**src/rtl/iexu_pkg.sv**
```systemverilog
package iexu_pkg;

    localparam int XLEN   = 32;
    localparam int IMM_W  = 16;
    localparam int OP_W   = 5;
    localparam int SHAMT_W = $clog2(XLEN) + 1;
    localparam int CNT_W  = $clog2(XLEN + 1);

    typedef enum logic [OP_W-1:0] {
        OP_ADD   = 5'd0,
        OP_ADDI  = 5'd1,
        OP_ADDIS = 5'd2,
        OP_AND   = 5'd3,
        OP_ANDC  = 5'd4,
        OP_OR    = 5'd5,
        OP_ORC   = 5'd6,
        OP_XOR   = 5'd7,
        OP_NAND  = 5'd8,
        OP_NOR   = 5'd9,
        OP_EQV   = 5'd10,
        OP_ANDI  = 5'd11,
        OP_ANDIS = 5'd12,
        OP_ORI   = 5'd13,
        OP_ORIS  = 5'd14,
        OP_XORI  = 5'd15,
        OP_XORIS = 5'd16,
        OP_NEG   = 5'd17,
        OP_EXTB  = 5'd18,
        OP_EXTH  = 5'd19,
        OP_SLL   = 5'd20,
        OP_SRL   = 5'd21,
        OP_SRA   = 5'd22,
        OP_SLLI  = 5'd23,
        OP_SRLI  = 5'd24,
        OP_SRAI  = 5'd25,
        OP_CLZ   = 5'd26
    } exu_op_e;

    typedef enum logic [2:0] {
        LF_AND  = 3'd0,
        LF_ANDC = 3'd1,
        LF_OR   = 3'd2,
        LF_ORC  = 3'd3,
        LF_XOR  = 3'd4,
        LF_NAND = 3'd5,
        LF_NOR  = 3'd6,
        LF_EQV  = 3'd7
    } logic_fn_e;

    typedef enum logic [2:0] {
        RS_ZERO  = 3'd0,
        RS_ADD   = 3'd1,
        RS_LOGIC = 3'd2,
        RS_SHIFT = 3'd3,
        RS_CLZ   = 3'd4,
        RS_EXTB  = 3'd5,
        RS_EXTH  = 3'd6
    } res_sel_e;

    typedef struct packed {
        logic [XLEN-1:0] result;
    } exu_state_t;

endpackage

```
**src/rtl/iexu_add.sv**
```systemverilog
module iexu_add #(
    parameter int W = 32
) (
    input  logic [W-1:0] x,
    input  logic [W-1:0] y,
    input  logic         cin,
    output logic [W-1:0] sum
);

    assign sum = x + y + {{(W-1){1'b0}}, cin};

endmodule

```
**src/rtl/iexu_logic.sv**
```systemverilog
module iexu_logic
    import iexu_pkg::*;
#(
    parameter int W = 32
) (
    input  logic [W-1:0] x,
    input  logic [W-1:0] y,
    input  logic_fn_e    fn,
    output logic [W-1:0] z
);

    logic [W-1:0] y_sel;
    logic [W-1:0] base;
    logic         inv_y;
    logic         inv_out;

    always_comb begin
        inv_y   = (fn == LF_ANDC) || (fn == LF_ORC);
        inv_out = (fn == LF_NAND) || (fn == LF_NOR) || (fn == LF_EQV);
        y_sel   = inv_y ? ~y : y;
        case (fn)
            LF_AND, LF_ANDC, LF_NAND: base = x & y_sel;
            LF_OR,  LF_ORC,  LF_NOR:  base = x | y_sel;
            default:                  base = x ^ y_sel;
        endcase
        z = inv_out ? ~base : base;
    end

endmodule

```
**src/rtl/iexu_shift.sv**
```systemverilog
module iexu_shift #(
    parameter int W  = 32,
    parameter int AW = $clog2(W) + 1
) (
    input  logic [W-1:0]  din,
    input  logic [AW-1:0] amt,
    input  logic          left,
    input  logic          arith,
    output logic [W-1:0]  dout
);

    localparam int STAGES = AW - 1;

    function automatic logic [W-1:0] flip(input logic [W-1:0] v);
        logic [W-1:0] r;
        for (int i = 0; i < W; i++) begin
            r[i] = v[W-1-i];
        end
        return r;
    endfunction

    logic         fill;
    logic [W-1:0] pre;
    logic [W-1:0] stage [STAGES+1];
    logic [W-1:0] post;

    always_comb begin
        fill = arith & ~left & din[W-1];
        pre  = left ? flip(din) : din;
    end

    assign stage[0] = pre;

    // Each stage moves right by one power of two; left shifts run on the
    // reversed word so that a single right-moving network serves both.
    generate
        for (genvar s = 0; s < STAGES; s++) begin : g_stage
            localparam int SH = 1 << s;
            assign stage[s+1] = amt[s] ? {{SH{fill}}, stage[s][W-1:SH]} : stage[s];
        end
    endgenerate

    always_comb begin
        post = amt[AW-1] ? {W{fill}} : stage[STAGES];
        dout = left ? flip(post) : post;
    end

endmodule

```
**src/rtl/iexu_clz.sv**
```systemverilog
module iexu_clz #(
    parameter int W  = 32,
    parameter int CW = $clog2(W + 1)
) (
    input  logic [W-1:0]  din,
    output logic [CW-1:0] cnt
);

    // Scan upward; the highest set bit is the last to assign.
    always_comb begin
        cnt = CW'(W);
        for (int i = 0; i < W; i++) begin
            if (din[i]) begin
                cnt = CW'(W - 1 - i);
            end
        end
    end

endmodule

```
**src/rtl/int_exec_unit.sv**
```systemverilog
module int_exec_unit
    import iexu_pkg::*;
(
    input  logic             clk,
    input  logic             rst_n,
    input  logic [OP_W-1:0]  op,
    input  logic [XLEN-1:0]  a,
    input  logic [XLEN-1:0]  b,
    input  logic [IMM_W-1:0] imm,
    output logic [XLEN-1:0]  result
);

    localparam int PAD_W = XLEN - IMM_W;

    exu_op_e          op_e;
    exu_state_t       state_d;
    exu_state_t       state_q;

    logic [XLEN-1:0]  imm_zx;
    logic [XLEN-1:0]  imm_sx;
    logic [XLEN-1:0]  imm_hi;

    logic [XLEN-1:0]  add_x;
    logic [XLEN-1:0]  add_y;
    logic             add_cin;
    logic [XLEN-1:0]  add_sum;

    logic [XLEN-1:0]  lg_y;
    logic_fn_e        lg_fn;
    logic [XLEN-1:0]  lg_z;

    logic [SHAMT_W-1:0] sh_amt;
    logic             sh_left;
    logic             sh_arith;
    logic [XLEN-1:0]  sh_out;

    logic [CNT_W-1:0] clz_cnt;
    res_sel_e         sel;

    // Decode: operand steering and unit controls
    always_comb begin
        op_e     = exu_op_e'(op);
        imm_zx   = {{PAD_W{1'b0}}, imm};
        imm_sx   = {{PAD_W{imm[IMM_W-1]}}, imm};
        imm_hi   = {imm, {PAD_W{1'b0}}};

        add_x    = a;
        add_y    = b;
        add_cin  = 1'b0;
        lg_y     = b;
        lg_fn    = LF_AND;
        sh_amt   = b[SHAMT_W-1:0];
        sh_left  = 1'b0;
        sh_arith = 1'b0;
        sel      = RS_ZERO;

        case (op_e)
            OP_ADD:   sel = RS_ADD;
            OP_ADDI:  begin sel = RS_ADD; add_y = imm_sx; end
            OP_ADDIS: begin sel = RS_ADD; add_y = imm_hi; end
            OP_NEG:   begin sel = RS_ADD; add_x = ~a; add_y = '0; add_cin = 1'b1; end
            OP_AND:   begin sel = RS_LOGIC; lg_fn = LF_AND;  end
            OP_ANDC:  begin sel = RS_LOGIC; lg_fn = LF_ANDC; end
            OP_OR:    begin sel = RS_LOGIC; lg_fn = LF_OR;   end
            OP_ORC:   begin sel = RS_LOGIC; lg_fn = LF_ORC;  end
            OP_XOR:   begin sel = RS_LOGIC; lg_fn = LF_XOR;  end
            OP_NAND:  begin sel = RS_LOGIC; lg_fn = LF_NAND; end
            OP_NOR:   begin sel = RS_LOGIC; lg_fn = LF_NOR;  end
            OP_EQV:   begin sel = RS_LOGIC; lg_fn = LF_EQV;  end
            OP_ANDI:  begin sel = RS_LOGIC; lg_fn = LF_AND; lg_y = imm_zx; end
            OP_ANDIS: begin sel = RS_LOGIC; lg_fn = LF_AND; lg_y = imm_hi; end
            OP_ORI:   begin sel = RS_LOGIC; lg_fn = LF_OR;  lg_y = imm_zx; end
            OP_ORIS:  begin sel = RS_LOGIC; lg_fn = LF_OR;  lg_y = imm_hi; end
            OP_XORI:  begin sel = RS_LOGIC; lg_fn = LF_XOR; lg_y = imm_zx; end
            OP_XORIS: begin sel = RS_LOGIC; lg_fn = LF_XOR; lg_y = imm_hi; end
            OP_EXTB:  sel = RS_EXTB;
            OP_EXTH:  sel = RS_EXTH;
            OP_SLL:   begin sel = RS_SHIFT; sh_left = 1'b1; end
            OP_SRL:   sel = RS_SHIFT;
            OP_SRA:   begin sel = RS_SHIFT; sh_arith = 1'b1; end
            OP_SLLI:  begin sel = RS_SHIFT; sh_left = 1'b1;
                            sh_amt = {1'b0, imm[SHAMT_W-2:0]}; end
            OP_SRLI:  begin sel = RS_SHIFT; sh_amt = {1'b0, imm[SHAMT_W-2:0]}; end
            OP_SRAI:  begin sel = RS_SHIFT; sh_arith = 1'b1;
                            sh_amt = {1'b0, imm[SHAMT_W-2:0]}; end
            OP_CLZ:   sel = RS_CLZ;
            default:  sel = RS_ZERO;
        endcase
    end

    iexu_add #(.W(XLEN)) u_add (
        .x   (add_x),
        .y   (add_y),
        .cin (add_cin),
        .sum (add_sum)
    );

    iexu_logic #(.W(XLEN)) u_logic (
        .x  (a),
        .y  (lg_y),
        .fn (lg_fn),
        .z  (lg_z)
    );

    iexu_shift #(.W(XLEN), .AW(SHAMT_W)) u_shift (
        .din   (a),
        .amt   (sh_amt),
        .left  (sh_left),
        .arith (sh_arith),
        .dout  (sh_out)
    );

    iexu_clz #(.W(XLEN), .CW(CNT_W)) u_clz (
        .din (a),
        .cnt (clz_cnt)
    );

    // Next-state: result selection
    always_comb begin
        state_d = '0;
        case (sel)
            RS_ADD:   state_d.result = add_sum;
            RS_LOGIC: state_d.result = lg_z;
            RS_SHIFT: state_d.result = sh_out;
            RS_CLZ:   state_d.result = {{(XLEN-CNT_W){1'b0}}, clz_cnt};
            RS_EXTB:  state_d.result = {{(XLEN-8){a[7]}}, a[7:0]};
            RS_EXTH:  state_d.result = {{PAD_W{a[IMM_W-1]}}, a[IMM_W-1:0]};
            default:  state_d.result = '0;
        endcase
    end

    always_ff @(posedge clk or negedge rst_n) begin
        if (!rst_n) begin
            state_q <= '0;
        end else begin
            state_q <= state_d;
        end
    end

    assign result = state_q.result;

endmodule

```
**config.mk**
```make
export PLATFORM = sky130hd
export DESIGN_NAME = int_exec_unit
export DESIGN_NICKNAME = d
export VERILOG_FILES = /design/src/rtl/iexu_pkg.sv /design/src/rtl/iexu_add.sv /design/src/rtl/iexu_logic.sv /design/src/rtl/iexu_shift.sv /design/src/rtl/iexu_clz.sv /design/src/rtl/int_exec_unit.sv
export SDC_FILE = /design/constraint.sdc
export NUM_CORES = 1
export LEC_CHECK = 0
export ABC_AREA = 1
export ABC_CLOCK_PERIOD_IN_PS = 800
export BUFFER_PORTS_ARGS = -buffer_cell sky130_fd_sc_hd__buf_2
export CAP_MARGIN = 15
export CORE_UTILIZATION = 60
export DETAILED_ROUTE_END_ITERATION = 10
export PLACE_DENSITY = 0.82
export SYNTH_ARGS = -nofsm -noshare
export SYNTH_HDL_FRONTEND = slang
export SYNTH_SLANG_ARGS = --single-unit
```
**constraint.sdc**
```tcl
create_clock -name clk -period 0.8 [get_ports clk]
set_clock_uncertainty 0.15 [all_clocks]
set_input_delay 0.16 -clock clk [delete_from_list [all_inputs] [get_ports clk]]
set_output_delay 0.16 -clock clk [all_outputs]
set_load 0.03 [all_outputs]
```
==> results of run 1 <==
-- metrics by stage --
step | util | TNS, ns | hold slack (ns) | cells
detailed placement | 0.861 | -88.74 | -0.0304 | 2222
global placement | 0.861 | -81.73 | -0.0305 | 2222
floorplan | - | -64.74 | -0.286 | 1597
-- cells in the mapped netlist, drive strengths merged (2+ instances only) --
library cell | count | area (um2)
o221ai | 12 | 105
mux2i | 6 | 60.1
xor2 | 92 | 806
o211ai | 30 | 225
or2 | 12 | 75.1
inv | 265 | 995
o311ai | 2 | 17.5
a22oi | 15 | 113
ha | 94 | 1180
nand4 | 6 | 37.5
nand2 | 335 | 1260
clkbuf | 52 | 195
nor3 | 12 | 65.1
o22ai | 83 | 519
a2111oi | 3 | 26.3
o21ai | 174 | 886
buf | 26 | 138
o31ai | 4 | 30.0
o21a | 6 | 45.0
nor4 | 6 | 37.5
nor2 | 89 | 337
a21oi | 143 | 719
a21o | 3 | 22.5
a31oi | 17 | 106
dfrtp | 32 | 801
nand3 | 63 | 315
o2111ai | 5 | 43.8
xnor2 | 2 | 17.5
-- cell families after synthesis --
family / count (synthesis)
flip-flops: 32
buffers and inverters: 344
multiplexers: 6
AO/OA/AOI/OAI: 500
XOR/XNOR: 94
adder cells (fa/ha/maj): 95
AND/OR/NAND/NOR: 526
==> results.md, run 1 <==
* Synth Area in Compound Gates at 0.312
* Largest family of logic cells by synthesized area: compound AO/OA/AOI/OAI gates
* CTS H-tree lvls at 2
* Simple-gate share of the synthesized area at 0.233
* Mux contribution to synthesized area at 0.00650
* Number of flops mapped to enable cells by yosys at 0
* Syn_area_per_cell at 5.79 um2
* Post-placement setup slack at -3.21 ns
* Outcome: did not finish
* Setup Buffers After CTS at 54
* Synth warn at 0
* Clock buffer depth at 2
* Final GP Congestion at 1.26
* Root buf cell: clkbuf_16
* Error: [ERROR DPL-0033] detailed placement checks failed during check placement.
* Placed instance area at 13000 um2
* IO Pins at 119
* Sequential area share after synthesis at 0.0866
* # rows at 45
* Post-synthesis xor/xnor area fraction at 0.0891
* Post-synth top flop: dfrtp_1
* # port buffers at 118
* Die width at 126 um
* TritonCTS Sinks at 32
* Die H at 126 um
* Exit stage: 4_1_cts
* Post-synthesis cell count at 1597
* Distinct cells, synth at 47
* FF+latch count, synth at 32
* Inserted Clock Buffers at 5
* Syn nets at 1779
* Ys async rst share at 1.00
* CTS Hold Bufs at 1
* Initial Util at 0.610
* Synth Area in Adders at 0.129
* Dpl hpwl at 37100 um
* Synthesized area at 9250 um2
* Resized Gates After CTS at 319
==> run 2: changes to the inputs <==
- CORE_UTILIZATION: 60 -> 40
- PLACE_DENSITY: 0.82 -> default
- PLACE_DENSITY_LB_ADDON: default -> 0.15
==> run 2 against run 1 <==
Effect of this change: the flow now finishes, with violations (setup timing); synthesized cell count is the same; synthesized area is the same.
==> results.md, run 2 <==
* Layout cells sized above 1 at 0.451
* Initial Util at 0.408 (-0.202)
* Count leader, synth: nand2_1
* Failing checks: setup timing
* DRT Pass-1 Iters at 6
* # port buffers at 118 (unchanged)
* WL/cell at 20.4 um
* Rel. slew slack at 0.667
* WP data arrival at 3.47 ns
* Syn_area_per_cell at 5.79 um2 (unchanged)
* Fin util at 0.729
* Root buf cell: clkbuf_16
* Mux contribution to synthesized area at 0.00650 (unchanged)
* Post-synthesis cell count at 1597 (unchanged)
* Synthesized area at 9250 um2 (unchanged)
* Final Cell Area at 16500 um2
* Layout Nets at 2364
* Antenna Violating Nets Remaining at 0
* Largest net degree at the start of global routing at 33
* Ant. Diodes at 0
* Outcome: finished, violations left
* Combinational cell fraction of total power at 0.789
* Initial antenna violation count at 1
* Grt ovf at 0
* Slew Limit Fails at 0
* Via Count at 13.8k
* Die H at 154 um (+22%)
* Sequential area share after synthesis at 0.0866 (unchanged)
* Worst Hold Class: in -> async
* Residual DRC at 0
* Die width at 154 um (+22%)
* Initial DRC count at 1285
* Total track usage at 0.395
* Crit Path Max Fanout at 4
* Clock share of power at 0.101
* CP startpoint: op[0]
* First-pass GRT wire length at 71300 um
* Min Tclk post-route at 3.47 ns
* Seq pwr share at 0.110
* CP most frequent cell: nand2_2
* Largest family of logic cells by synthesized area: compound AO/OA/AOI/OAI gates
* Inserted Clock Buffers at 5 (unchanged)
* Max reg flops at 32
* Number of global-route vias before repair at 12.5k
* Ys async rst share at 1.00 (unchanged)
* Crit path max-delay cell type: fa_2
* Final period util at 4.34
* Pint at 10.0 mW
* Synth Area in Compound Gates at 0.312 (unchanged)
* RSZ-0062 raised after global routing: yes
* FF+latch count, synth at 32 (unchanged)
* Core footprint at 22600 um2
* Die ar. at 23700 um2
* Max cap viols at 0
* Distinct cells, synth at 47 (unchanged)
* Final WS setup at -2.67 ns
* Share of the synthesized area in the top cell type at 0.135 (unchanged)
* Synth warn at 0 (unchanged)
* Syn nets at 1779 (unchanged)
* Top post-synthesis cells by area: nand2_1, ha_1, inv_1
* CP Launch Type: input port
* Commonest cells after routing, fill and taps aside: buf_4, nand2_1, inv_1
* Crit. End Element: flip-flop
* Leakage power total at 8.54 nW
* Placed instance area at 13600 um2 (+4.3%)
* Sw Pwr at 9.24 mW
* Synth Area in Adders at 0.129 (unchanged)
* Max Freq at 0.288 GHz
* TritonCTS clock tree: built
* Post-synth top flop: dfrtp_1
* Clock slew at reported path FFs at 0.05 ns
* Post-synthesis xor/xnor area fraction at 0.0891 (unchanged)
* Crit path kind: in -> reg
* # rows at 55 (+22%)
* VDD IR max at 1.35 mV
* Post-placement setup slack at -3.12 ns (+0.0857 ns)
* DR vias/cell at 5.61
* Simple-gate share of the synthesized area at 0.233 (unchanged)
* Pwr/cell area at 1170 nW/um2
* Switching portion of total power at 0.480
* Area added between synthesis and finish at 78.5%
* Clock buffer depth at 2 (unchanged)
* Worst path max stage delay at 0.36 ns
* Final GP Congestion at 1.03 (-18%)
* Worst hold slack at 0.244 ns
* Dominant cell type by area after synthesis: nand2_1
* Tightest Pin Transition at 0.499 ns
* Number of flops mapped to enable cells by yosys at 0 (unchanged)
* CTS H-tree lvls at 2 (unchanged)
* Post-Route WL at 50300 um
* Dpl hpwl at 38600 um (+4.3%)
* Post-synth top cells: nand2_1, inv_1, a21oi_1
* TritonCTS Sinks at 32 (unchanged)
* Critical Path RT at 0.80 ns
* Crit path to: result[26]
* Final hold vios at 0
* IO Pins at 119 (unchanged)
* Setup violators final at 64
* Most common cell after layout, fill and taps aside: buf_4
[run 2: kinds of logic (layout without fill, tap and decap cells)]
family	after synthesis	in the layout
simple gates	526	526
xor+xnor	94	94
compound gates	500	501
mux	6	6
buf+inv	344	928
flops	32	32
fa+ha+maj	95	95
[run 2: worst min path at each step]
stage          depth (start not counted)         to  slack (ns)
3_3_place_gp                           2  result[4]       -0.03
2_1_floorplan                          0  result[0]       -0.29
3_5_place_dp                           2  result[3]       -0.03
6_report                               3  result[5]        0.24
5_1_grt                                3  result[6]        0.29
4_1_cts                                3  result[2]        0.23
[run 2: what timing repair did]
| item | 4_1_cts | 5_1_grt |
|---|---|---|
| hold buffers | 1 | 0 |
| gates cloned | 4 | 2 |
| setup endpoints to repair | 64 | 64 |
| resized for setup | 274 | 237 |
| endpoints found under the hold margin | 32 | 0 |
| pin swaps | 54 | 86 |
| setup buffers | 40 | 41 |
[run 2: final cells by class]
class                   count  area, um2
fillers                  1837       6140
clock buffers               7        153
multi-input cells        1222       8780
repair buffers            655       5390
well taps                 285        357
inverters                 266       1020
flip-flops and latches     32        801
[run 2: through the flow]
stage | TNS (ns) | cells | total power, mW
2_1_floorplan | -64.74 | 1597 | 8.04
3_3_place_gp | -85.63 | 2376 | 13.8
3_5_place_dp | -86.42 | 2376 | 13.9
4_1_cts | -78.06 | 2427 | 17.3
5_1_grt | -88.07 | 2467 | 20.2
6_report | -83.51 | 2467 | 19.2
[run 2: power groups by stage]
stage	Combinational, mW	Clock (mW)	Sequential [mW]
floorplan	5.33	0	2.70
finish	15.2	1.95	2.11
global placement	11.7	0	2.03
CTS	13.3	1.93	2.09
global route	16.1	2.04	2.13
detailed placement	11.8	0	2.03
[run 2: worst max-delay path: cells and delay by family]
kind            cells  cell delay (ns)
compound gates      6             0.72
buf+inv             7             0.56
simple gates       21             1.66
fa+ha+maj           1             0.36
[run 2: routing by layer]
metal	up-vias	GRT usage	wire length (um)
met4	2	0.174	2880
met1	6388	0.531	21100
met2	745	0.646	22600
met5	-	0	11
li1	6540	-	-
met3	173	0.0285	3780
(Power assumes the default switching activity.)
